**src/rtl/trap_pkg.sv**
```systemverilog
package trap_pkg;
  localparam logic [1:0] PRIV_U = 2'd0;
  localparam logic [1:0] PRIV_S = 2'd1;
  localparam logic [1:0] PRIV_RSV = 2'd2;
  localparam logic [1:0] PRIV_M = 2'd3;

  localparam logic [2:0] SEL_MVEC   = 3'd0;
  localparam logic [2:0] SEL_SVEC   = 3'd1;
  localparam logic [2:0] SEL_EDELEG = 3'd2;
  localparam logic [2:0] SEL_IDELEG = 3'd3;
  localparam logic [2:0] SEL_STATUS = 3'd4;
  localparam logic [2:0] SEL_PRIV   = 3'd5;

  // status field positions inside a configuration write word
  localparam int unsigned POS_SIE  = 1;
  localparam int unsigned POS_MIE  = 3;
  localparam int unsigned POS_SPIE = 5;
  localparam int unsigned POS_MPIE = 7;
  localparam int unsigned POS_SPP  = 8;
  localparam int unsigned POS_MPP  = 11;

  localparam int unsigned BRK_CAUSE = 3;

  typedef struct packed {
    logic [1:0] mpp;
    logic       spp;
    logic       mpie;
    logic       spie;
    logic       mie;
    logic       sie;
  } status_t;
endpackage

```
**src/rtl/trap_cfg_regs.sv**
```systemverilog
module trap_cfg_regs
  import trap_pkg::*;
#(
  parameter int unsigned XLEN = 32,
  parameter logic [XLEN-1:0] EDELEG_MASK = '0,
  parameter logic [XLEN-1:0] IDELEG_MASK = '0
) (
  input  logic            clk_i,
  input  logic            rst_ni,
  input  logic            we_i,
  input  logic [2:0]      sel_i,
  input  logic [XLEN-1:0] wdata_i,
  output logic [XLEN-1:0] mvec_o,
  output logic [XLEN-1:0] svec_o,
  output logic [XLEN-1:0] edeleg_o,
  output logic [XLEN-1:0] ideleg_o
);
  localparam int unsigned NREG = 4;
  localparam logic [XLEN-1:0] MVEC_MASK = ~(XLEN'(2));
  localparam logic [XLEN-1:0] SVEC_MASK = ~(XLEN'(3));

  logic [NREG-1:0][XLEN-1:0] wmask;
  logic [NREG-1:0][XLEN-1:0] regs_q;

  assign wmask[0] = MVEC_MASK;
  assign wmask[1] = SVEC_MASK;
  assign wmask[2] = EDELEG_MASK;
  assign wmask[3] = IDELEG_MASK;

  for (genvar g = 0; g < NREG; g++) begin : g_reg
    always_ff @(posedge clk_i or negedge rst_ni) begin
      if (!rst_ni) regs_q[g] <= '0;
      else if (we_i && sel_i == 3'(g)) regs_q[g] <= wdata_i & wmask[g];
    end
  end

  assign mvec_o   = regs_q[0];
  assign svec_o   = regs_q[1];
  assign edeleg_o = regs_q[2];
  assign ideleg_o = regs_q[3];
endmodule

```
**src/rtl/trap_router.sv**
```systemverilog
module trap_router
  import trap_pkg::*;
#(
  parameter int unsigned XLEN = 32,
  parameter logic [XLEN-1:0] DBG_ENTRY_PC = '0,
  parameter logic [XLEN-1:0] DBG_EXC_PC = '0
) (
  input  logic [XLEN-1:0] cause_i,
  input  logic [1:0]      priv_i,
  input  logic            dbg_i,
  input  logic [XLEN-1:0] edeleg_i,
  input  logic [XLEN-1:0] ideleg_i,
  input  logic [XLEN-1:0] mvec_i,
  input  logic [XLEN-1:0] svec_i,
  output logic            to_s_o,
  output logic [XLEN-1:0] target_pc_o
);
  localparam int unsigned IW = $clog2(XLEN);
  localparam logic [XLEN-2:0] XLEN_V = (XLEN-1)'(XLEN);

  logic            is_int;
  logic [XLEN-2:0] idx;
  logic            idx_ok;
  logic [XLEN-1:0] deleg;
  logic            deleg_bit;
  logic            low_priv;
  logic            is_brk;
  logic [XLEN-1:0] vec_off;
  logic [XLEN-1:0] m_pc;

  assign is_int    = cause_i[XLEN-1];
  assign idx       = cause_i[XLEN-2:0];
  assign idx_ok    = idx < XLEN_V;
  assign deleg     = is_int ? ideleg_i : edeleg_i;
  assign deleg_bit = idx_ok && deleg[idx[IW-1:0]];
  assign low_priv  = (priv_i == PRIV_U) || (priv_i == PRIV_S);
  assign to_s_o    = low_priv && deleg_bit;
  assign is_brk    = !is_int && (idx == (XLEN-1)'(BRK_CAUSE));
  assign vec_off   = (mvec_i[0] && is_int) ? {cause_i[XLEN-3:0], 2'b00} : '0;
  assign m_pc      = {mvec_i[XLEN-1:1], 1'b0} + vec_off;

  always_comb begin
    if (dbg_i)       target_pc_o = is_brk ? DBG_ENTRY_PC : DBG_EXC_PC;
    else if (to_s_o) target_pc_o = svec_i;
    else             target_pc_o = m_pc;
  end
endmodule

```
**src/rtl/trap_state_regs.sv**
```systemverilog
module trap_state_regs
  import trap_pkg::*;
#(
  parameter int unsigned XLEN = 32,
  parameter logic [XLEN-1:0] RESET_PC = '0
) (
  input  logic                 clk_i,
  input  logic                 rst_ni,
  input  logic                 take_i,
  input  logic                 dbg_i,
  input  logic                 to_s_i,
  input  logic [XLEN-1:0]      target_pc_i,
  input  logic [XLEN-1:0]      cause_i,
  input  logic [XLEN-1:0]      epc_i,
  input  logic [XLEN-1:0]      bad_i,
  input  logic                 bad_vld_i,
  input  logic                 cfg_we_i,
  input  logic [2:0]           cfg_sel_i,
  input  logic [XLEN-1:0]      cfg_wdata_i,
  output logic [XLEN-1:0]      pc_o,
  output logic [1:0]           priv_o,
  output status_t              status_o,
  output logic [1:0][XLEN-1:0] epc_o,
  output logic [1:0][XLEN-1:0] cause_o,
  output logic [1:0][XLEN-1:0] bad_o
);
  localparam int unsigned NLVL = 2; // 0 supervisor, 1 machine

  logic    upd;
  logic    to_s;
  status_t st_q, st_d;
  logic [1:0] priv_q, priv_d;
  logic [XLEN-1:0] pc_q;

  assign upd  = take_i && !dbg_i;
  assign to_s = to_s_i;

  always_comb begin
    st_d   = st_q;
    priv_d = priv_q;
    if (upd) begin
      if (to_s) begin
        st_d.spie = st_q.sie;
        st_d.spp  = priv_q[0];
        st_d.sie  = 1'b0;
        priv_d    = PRIV_S;
      end else begin
        st_d.mpie = st_q.mie;
        st_d.mpp  = priv_q;
        st_d.mie  = 1'b0;
        priv_d    = PRIV_M;
      end
    end else if (cfg_we_i && cfg_sel_i == SEL_STATUS) begin
      st_d.sie  = cfg_wdata_i[POS_SIE];
      st_d.mie  = cfg_wdata_i[POS_MIE];
      st_d.spie = cfg_wdata_i[POS_SPIE];
      st_d.mpie = cfg_wdata_i[POS_MPIE];
      st_d.spp  = cfg_wdata_i[POS_SPP];
      st_d.mpp  = cfg_wdata_i[POS_MPP+1:POS_MPP];
    end else if (cfg_we_i && cfg_sel_i == SEL_PRIV && cfg_wdata_i[1:0] != PRIV_RSV) begin
      priv_d = cfg_wdata_i[1:0];
    end
  end

  always_ff @(posedge clk_i or negedge rst_ni) begin
    if (!rst_ni) begin
      st_q   <= '0;
      priv_q <= PRIV_M;
      pc_q   <= RESET_PC;
    end else begin
      st_q   <= st_d;
      priv_q <= priv_d;
      if (take_i) pc_q <= target_pc_i;
    end
  end

  for (genvar g = 0; g < NLVL; g++) begin : g_lvl
    logic hit;
    logic [XLEN-1:0] epc_q, cause_q, bad_q;
    assign hit = upd && (to_s == (g == 0));
    always_ff @(posedge clk_i or negedge rst_ni) begin
      if (!rst_ni) begin
        epc_q   <= '0;
        cause_q <= '0;
        bad_q   <= '0;
      end else if (hit) begin
        epc_q   <= epc_i;
        cause_q <= cause_i;
        if (bad_vld_i) bad_q <= bad_i;
      end
    end
    assign epc_o[g]   = epc_q;
    assign cause_o[g] = cause_q;
    assign bad_o[g]   = bad_q;
  end

  assign pc_o     = pc_q;
  assign priv_o   = priv_q;
  assign status_o = st_q;
endmodule

```
**src/rtl/trap_entry_unit.sv**
```systemverilog
module trap_entry_unit
  import trap_pkg::*;
#(
  parameter int unsigned XLEN = 32,
  parameter logic [XLEN-1:0] RESET_PC = XLEN'(32'h0000_1000),
  parameter logic [XLEN-1:0] DBG_ENTRY_PC = XLEN'(32'h0000_0800),
  parameter logic [XLEN-1:0] DBG_EXC_PC = XLEN'(32'h0000_0808),
  parameter logic [XLEN-1:0] EDELEG_MASK = XLEN'(32'h0000_B109),
  parameter logic [XLEN-1:0] IDELEG_MASK = XLEN'(32'h0000_0222)
) (
  input  logic            clk_i,
  input  logic            rst_ni,
  input  logic            take_i,
  input  logic [XLEN-1:0] cause_i,
  input  logic [XLEN-1:0] epc_i,
  input  logic [XLEN-1:0] badaddr_i,
  input  logic            badaddr_vld_i,
  input  logic            dbg_mode_i,
  input  logic            cfg_we_i,
  input  logic [2:0]      cfg_sel_i,
  input  logic [XLEN-1:0] cfg_wdata_i,
  output logic [XLEN-1:0] pc_o,
  output logic [1:0]      priv_o,
  output logic [XLEN-1:0] mtvec_o,
  output logic [XLEN-1:0] stvec_o,
  output logic [XLEN-1:0] medeleg_o,
  output logic [XLEN-1:0] mideleg_o,
  output logic            sie_o,
  output logic            spie_o,
  output logic            spp_o,
  output logic            mie_o,
  output logic            mpie_o,
  output logic [1:0]      mpp_o,
  output logic [XLEN-1:0] sepc_o,
  output logic [XLEN-1:0] scause_o,
  output logic [XLEN-1:0] sbadaddr_o,
  output logic [XLEN-1:0] mepc_o,
  output logic [XLEN-1:0] mcause_o,
  output logic [XLEN-1:0] mbadaddr_o
);
  logic                 cfg_we;
  logic                 to_s;
  logic [XLEN-1:0]      target_pc;
  status_t              st;
  logic [1:0][XLEN-1:0] epc_l, cause_l, bad_l;

  // a trap in the same cycle wins over a configuration write
  assign cfg_we = cfg_we_i && !take_i;

  trap_cfg_regs #(
    .XLEN(XLEN), .EDELEG_MASK(EDELEG_MASK), .IDELEG_MASK(IDELEG_MASK)
  ) cfg_i (
    .clk_i, .rst_ni,
    .we_i(cfg_we), .sel_i(cfg_sel_i), .wdata_i(cfg_wdata_i),
    .mvec_o(mtvec_o), .svec_o(stvec_o), .edeleg_o(medeleg_o), .ideleg_o(mideleg_o)
  );

  trap_router #(
    .XLEN(XLEN), .DBG_ENTRY_PC(DBG_ENTRY_PC), .DBG_EXC_PC(DBG_EXC_PC)
  ) route_i (
    .cause_i, .priv_i(priv_o), .dbg_i(dbg_mode_i),
    .edeleg_i(medeleg_o), .ideleg_i(mideleg_o), .mvec_i(mtvec_o), .svec_i(stvec_o),
    .to_s_o(to_s), .target_pc_o(target_pc)
  );

  trap_state_regs #(
    .XLEN(XLEN), .RESET_PC(RESET_PC)
  ) state_i (
    .clk_i, .rst_ni,
    .take_i, .dbg_i(dbg_mode_i), .to_s_i(to_s), .target_pc_i(target_pc),
    .cause_i, .epc_i, .bad_i(badaddr_i), .bad_vld_i(badaddr_vld_i),
    .cfg_we_i(cfg_we), .cfg_sel_i, .cfg_wdata_i,
    .pc_o, .priv_o, .status_o(st),
    .epc_o(epc_l), .cause_o(cause_l), .bad_o(bad_l)
  );

  assign sie_o      = st.sie;
  assign spie_o     = st.spie;
  assign spp_o      = st.spp;
  assign mie_o      = st.mie;
  assign mpie_o     = st.mpie;
  assign mpp_o      = st.mpp;
  assign sepc_o     = epc_l[0];
  assign scause_o   = cause_l[0];
  assign sbadaddr_o = bad_l[0];
  assign mepc_o     = epc_l[1];
  assign mcause_o   = cause_l[1];
  assign mbadaddr_o = bad_l[1];
endmodule

```
**config.mk**
```make
export PLATFORM = sky130hd
export DESIGN_NAME = trap_entry_unit
export DESIGN_NICKNAME = d
export VERILOG_FILES = /design/src/rtl/trap_pkg.sv /design/src/rtl/trap_cfg_regs.sv /design/src/rtl/trap_router.sv /design/src/rtl/trap_state_regs.sv /design/src/rtl/trap_entry_unit.sv
export SDC_FILE = /design/constraint.sdc
export NUM_CORES = 1
export LEC_CHECK = 0
export CORE_MARGIN = 4
export CORE_UTILIZATION = 40
export CTS_CLUSTER_DIAMETER = 30
export DETAILED_ROUTE_END_ITERATION = 7
export HOLD_SLACK_MARGIN = 0.15
export PLACE_DENSITY_LB_ADDON = 0.2
export SLEW_MARGIN = 5
export SYNTH_ARGS = -nofsm -noshare
export SYNTH_HDL_FRONTEND = slang
export SYNTH_SLANG_ARGS = --single-unit
```
**constraint.sdc**
```tcl
create_clock -name clk_i -period 2.7 [get_ports clk_i]
set_input_delay 0.27 -clock clk_i [delete_from_list [all_inputs] [get_ports clk_i]]
set_output_delay 0.27 -clock clk_i [all_outputs]
set_load 0.01 [all_outputs]
```
==> qor.txt <==
status = finished, violations left
failing checks = setup timing
EDFF count, synth = 0
die area = 37130 um2
Avg WL per Cell = 20.79 um
antenna-violating nets left = 0
PortBufs = 437
Reg power frac = 30.8%
largest net degree at the start of global routing = 83
Die H = 192.7 um
Warnings, synthesis = 0
CTS tree = built
Worst Setup Slack, final = -0.09982 ns
CP startpoint = cfg_i.mvec_o[0]
Initial Util = 40.59%
count leader, synth = nand2_1
WP data required = 3.10 ns
row cnt = 67
slowest stage delay, CP = 0.48 ns
Worst path slowest cell = dfrtp_2
Pleak = 10.43 nW
CP arrival = 3.20 ns
final hold violation count = 0
pwr dens = 821.8 nW/um2
Max FO, Critical Path = 6
total grt overflow = 0
switching pwr = 4.890 mW
Int Power = 13.29 mW
WS Path Type = reg2reg
share of cells above drive strength 1 = 24.17%
Skew-Pair Late Insertion Delay = 0.55 ns
CTS max path bufs = 3
Avg Inst Size Synth = 10.99 um2
Synth cell types = 71
Overall Global Routing Usage = 25.38%
Area growth, synth to finish = 62.10%
synthesized flop and latch total = 301
Worst R2R Start = cfg_i.mvec_o[0]
final non-filler cell total = 2339
dpl ws = -0.5076 ns
Final Wtd Congestion = 0.9073
vias in the first global route = 12201
Worst path top cell family by delay = compound AO/OA/AOI/OAI gates
Worst Max-Slew Pin Slew = 0.6833 ns
fin crit share = 103.7%
most used flip-flop cell after synthesis = dfrtp_1
clock skew = 0.01818 ns
Max-Cap Viols = 0
Placed Cells = 2196
H-tree depth = 3
clock power share = 47.3%
CTS sink cnt = 301
CP Buf/Inv Count = 1
ys async rst share = 100.0%
sequential area share after synthesis = 55.23%
logic gate share of total power = 21.9%
Cells after Synth = 1242
Final #Nets = 1997
area leader, netlist = dfrtp_1
drc violations = 0
hold path startpoint = epc_i[21]
most frequent CP cell = a21o_2
HP Class = in2reg
worst ir drop on vdd = 0.7279 mV
fin. max-slew vios = 0
post-layout min period = 2.800 ns
total CTS buffers = 71
Die Wd = 192.7 um
initial antenna violation count = 5
io pins = 498
Root Driver = clkbuf_16
Worst setup SP type = flip-flop
drt first pass iters = 5
clock transition at the registers of the reported paths = 0.04 ns
DR vias = 11727
via density per instance = 5.014
Rel. slew slack = 54.45%
Placeable Area = 33620 um2
post-detail-place hpwl = 35510 um
most instantiated cells after synthesis = nand2_1 (330), dfrtp_1 (298), mux2_2 (138)
R2R setup slack = -0.1 ns
Switching Fraction = 26.90%
critical path, cell by cell = buf_6 -> and3_4 -> ha_4 -> a21o_2 -> a21o_2 -> a21oi_2 -> o21ai_0 -> a31o_4 -> a311oi_2 -> xor2_1 -> o221ai_1
maximum clock frequency = 357.2 MHz
first-pass GRT wire length = 72390 um
drt first-iter violations = 620
Routed WL = 48620 um
RSZ-0062 raised after global routing = true
final setup violation count = 8
Synth area leaders = dfrtp_1 (55%), mux2_2 (11%), nand2_1 (9.1%)
CP endpoint kind = flip-flop
Yosys top cell area share = 54.65%
post-synthesis instance area = 13640 um2
[routing by layer]
layer / wire length (um) / vias up / part of all wire (%) / global-route usage [%]
met1: 19170 / 5813 / 39 / 31.63
met3: 3946 / 103 / 8.1 / 7.308
met5: 11 / - / 0.023 / 0
met2: 23830 / 484 / 49 / 41.87
li1: - / 5325 / - / -
met4: 1657 / 2 / 3.4 / 9.764
[logic make-up after synthesis]
kind of cell | after synthesis | share of synthesized area [%]
simple gates | 468 | 15.10
other cells | 1 | 0.02748
mux | 159 | 12.95
fa+ha+maj | 30 | 2.806
compound gates | 133 | 6.713
flops | 301 | 55.23
buf+inv | 122 | 5.374
xor+xnor | 28 | 1.797
[worst register-to-register path, delay by kind of cell (launching register included)]
family,cells,cell delay (ns)
flip-flops,1,0.48
AND/OR/NAND/NOR,1,0.17
buffers and inverters,1,0.18
adder cells (fa/ha/maj),1,0.23
AO/OA/AOI/OAI,7,1.40
XOR/XNOR,1,0.19
[path summary, 6_finish.rpt]
path	to	depth (start not counted)
min reg2reg	state_i.g_lvl[1].cause_q[26]	2
max	state_i.pc_o[28]	11
min	state_i.g_lvl[1].epc_q[21]	3
max in group asynchronous	state_i.priv_o[1]	3
max reg2reg	state_i.pc_o[28]	11
min in group asynchronous	cfg_i.mvec_o[16]	2
[registers in the layout (all words and copies together) (netlist names)]
register / flops
state_i.priv_o: 2
state_i.pc_o: 30
cfg_i.ideleg_o: 3
cfg_i.svec_o: 30
cfg_i.mvec_o: 31
cfg_i.edeleg_o: 6
state_i.g_lvl.bad_q: 64
state_i.g_lvl.cause_q: 64
state_i.status_o: 7
state_i.g_lvl.epc_q: 64
[placed cells by master, fill, tap and decap left out, types with 9 or more instances in the layout]
cell             instances
conb_1                  60
clkdlybuf4s50_1        436
a21oi_1                 21
xnor2_1                 19
o21ai_0                 19
and2_1                  30
buf_4                  117
clkinv_2                12
o2bb2ai_1               17
clkbuf_16               75
mux2_2                 138
dfrtp_1                297
mux2i_1                 19
and3_1                  24
clkbuf_8                17
ha_4                    12
a21oi_2                  9
nor3_1                   9
ha_1                    17
buf_12                  16
nor2_1                  26
nand2_1                328
nand3_1                 10
[metrics by stage]
| stage | setup TNS [ns] | util, % | hold WS [ns] | total power [mW] | cell area [um2] |
|---|---|---|---|---|---|
| finish | -0.4524 | 65.79 | 0.2959 | 18.18 | 22120 |
| global route | -2.159 | 65.79 | 0.2789 | 18.95 | 22120 |
| CTS | -0.3930 | 65.40 | 0.2632 | 18.28 | 21980 |
| detailed placement | -20.20 | 57.63 | 0.3334 | 9.467 | 19370 |
| global placement | -32.25 | 57.63 | 0.3305 | 9.409 | 19370 |
| floorplan | -0.07538 | - | -0.02559 | 7.158 | 14020 |
[power by group through the flow]
stage | logic [mW] | registers [mW] | clock network [mW]
2_1_floorplan | 1.39 | 5.77 | 0
3_3_place_gp | 3.79 | 5.62 | 0
3_5_place_dp | 3.84 | 5.63 | 0
4_1_cts | 3.95 | 5.59 | 8.75
5_1_grt | 4.28 | 5.66 | 9.01
6_report | 3.98 | 5.59 | 8.60
[final cells by class]
type,instances,area [um2]
Antenna cell,4,10.01
Clock buffer,99,2137
Clock inverter,31,337.8
Fill cell,2603,11500
Inverter,4,15.01
Multi-Input combinational cell,878,5904
Sequential cell,301,7537
Tap cell,448,560.5
Timing Repair Buffer,574,5615
[what timing repair did]
action,in CTS,in global routing
cloned,1,0
endpoints found under the hold margin,76,0
setup endpoints to repair,17,20
gates resized for setup,19,19
hold buffers,1,0
buffers inserted,4,3
pin swaps,9,17
No activity file was read; power rests on OpenSTA's default activity.
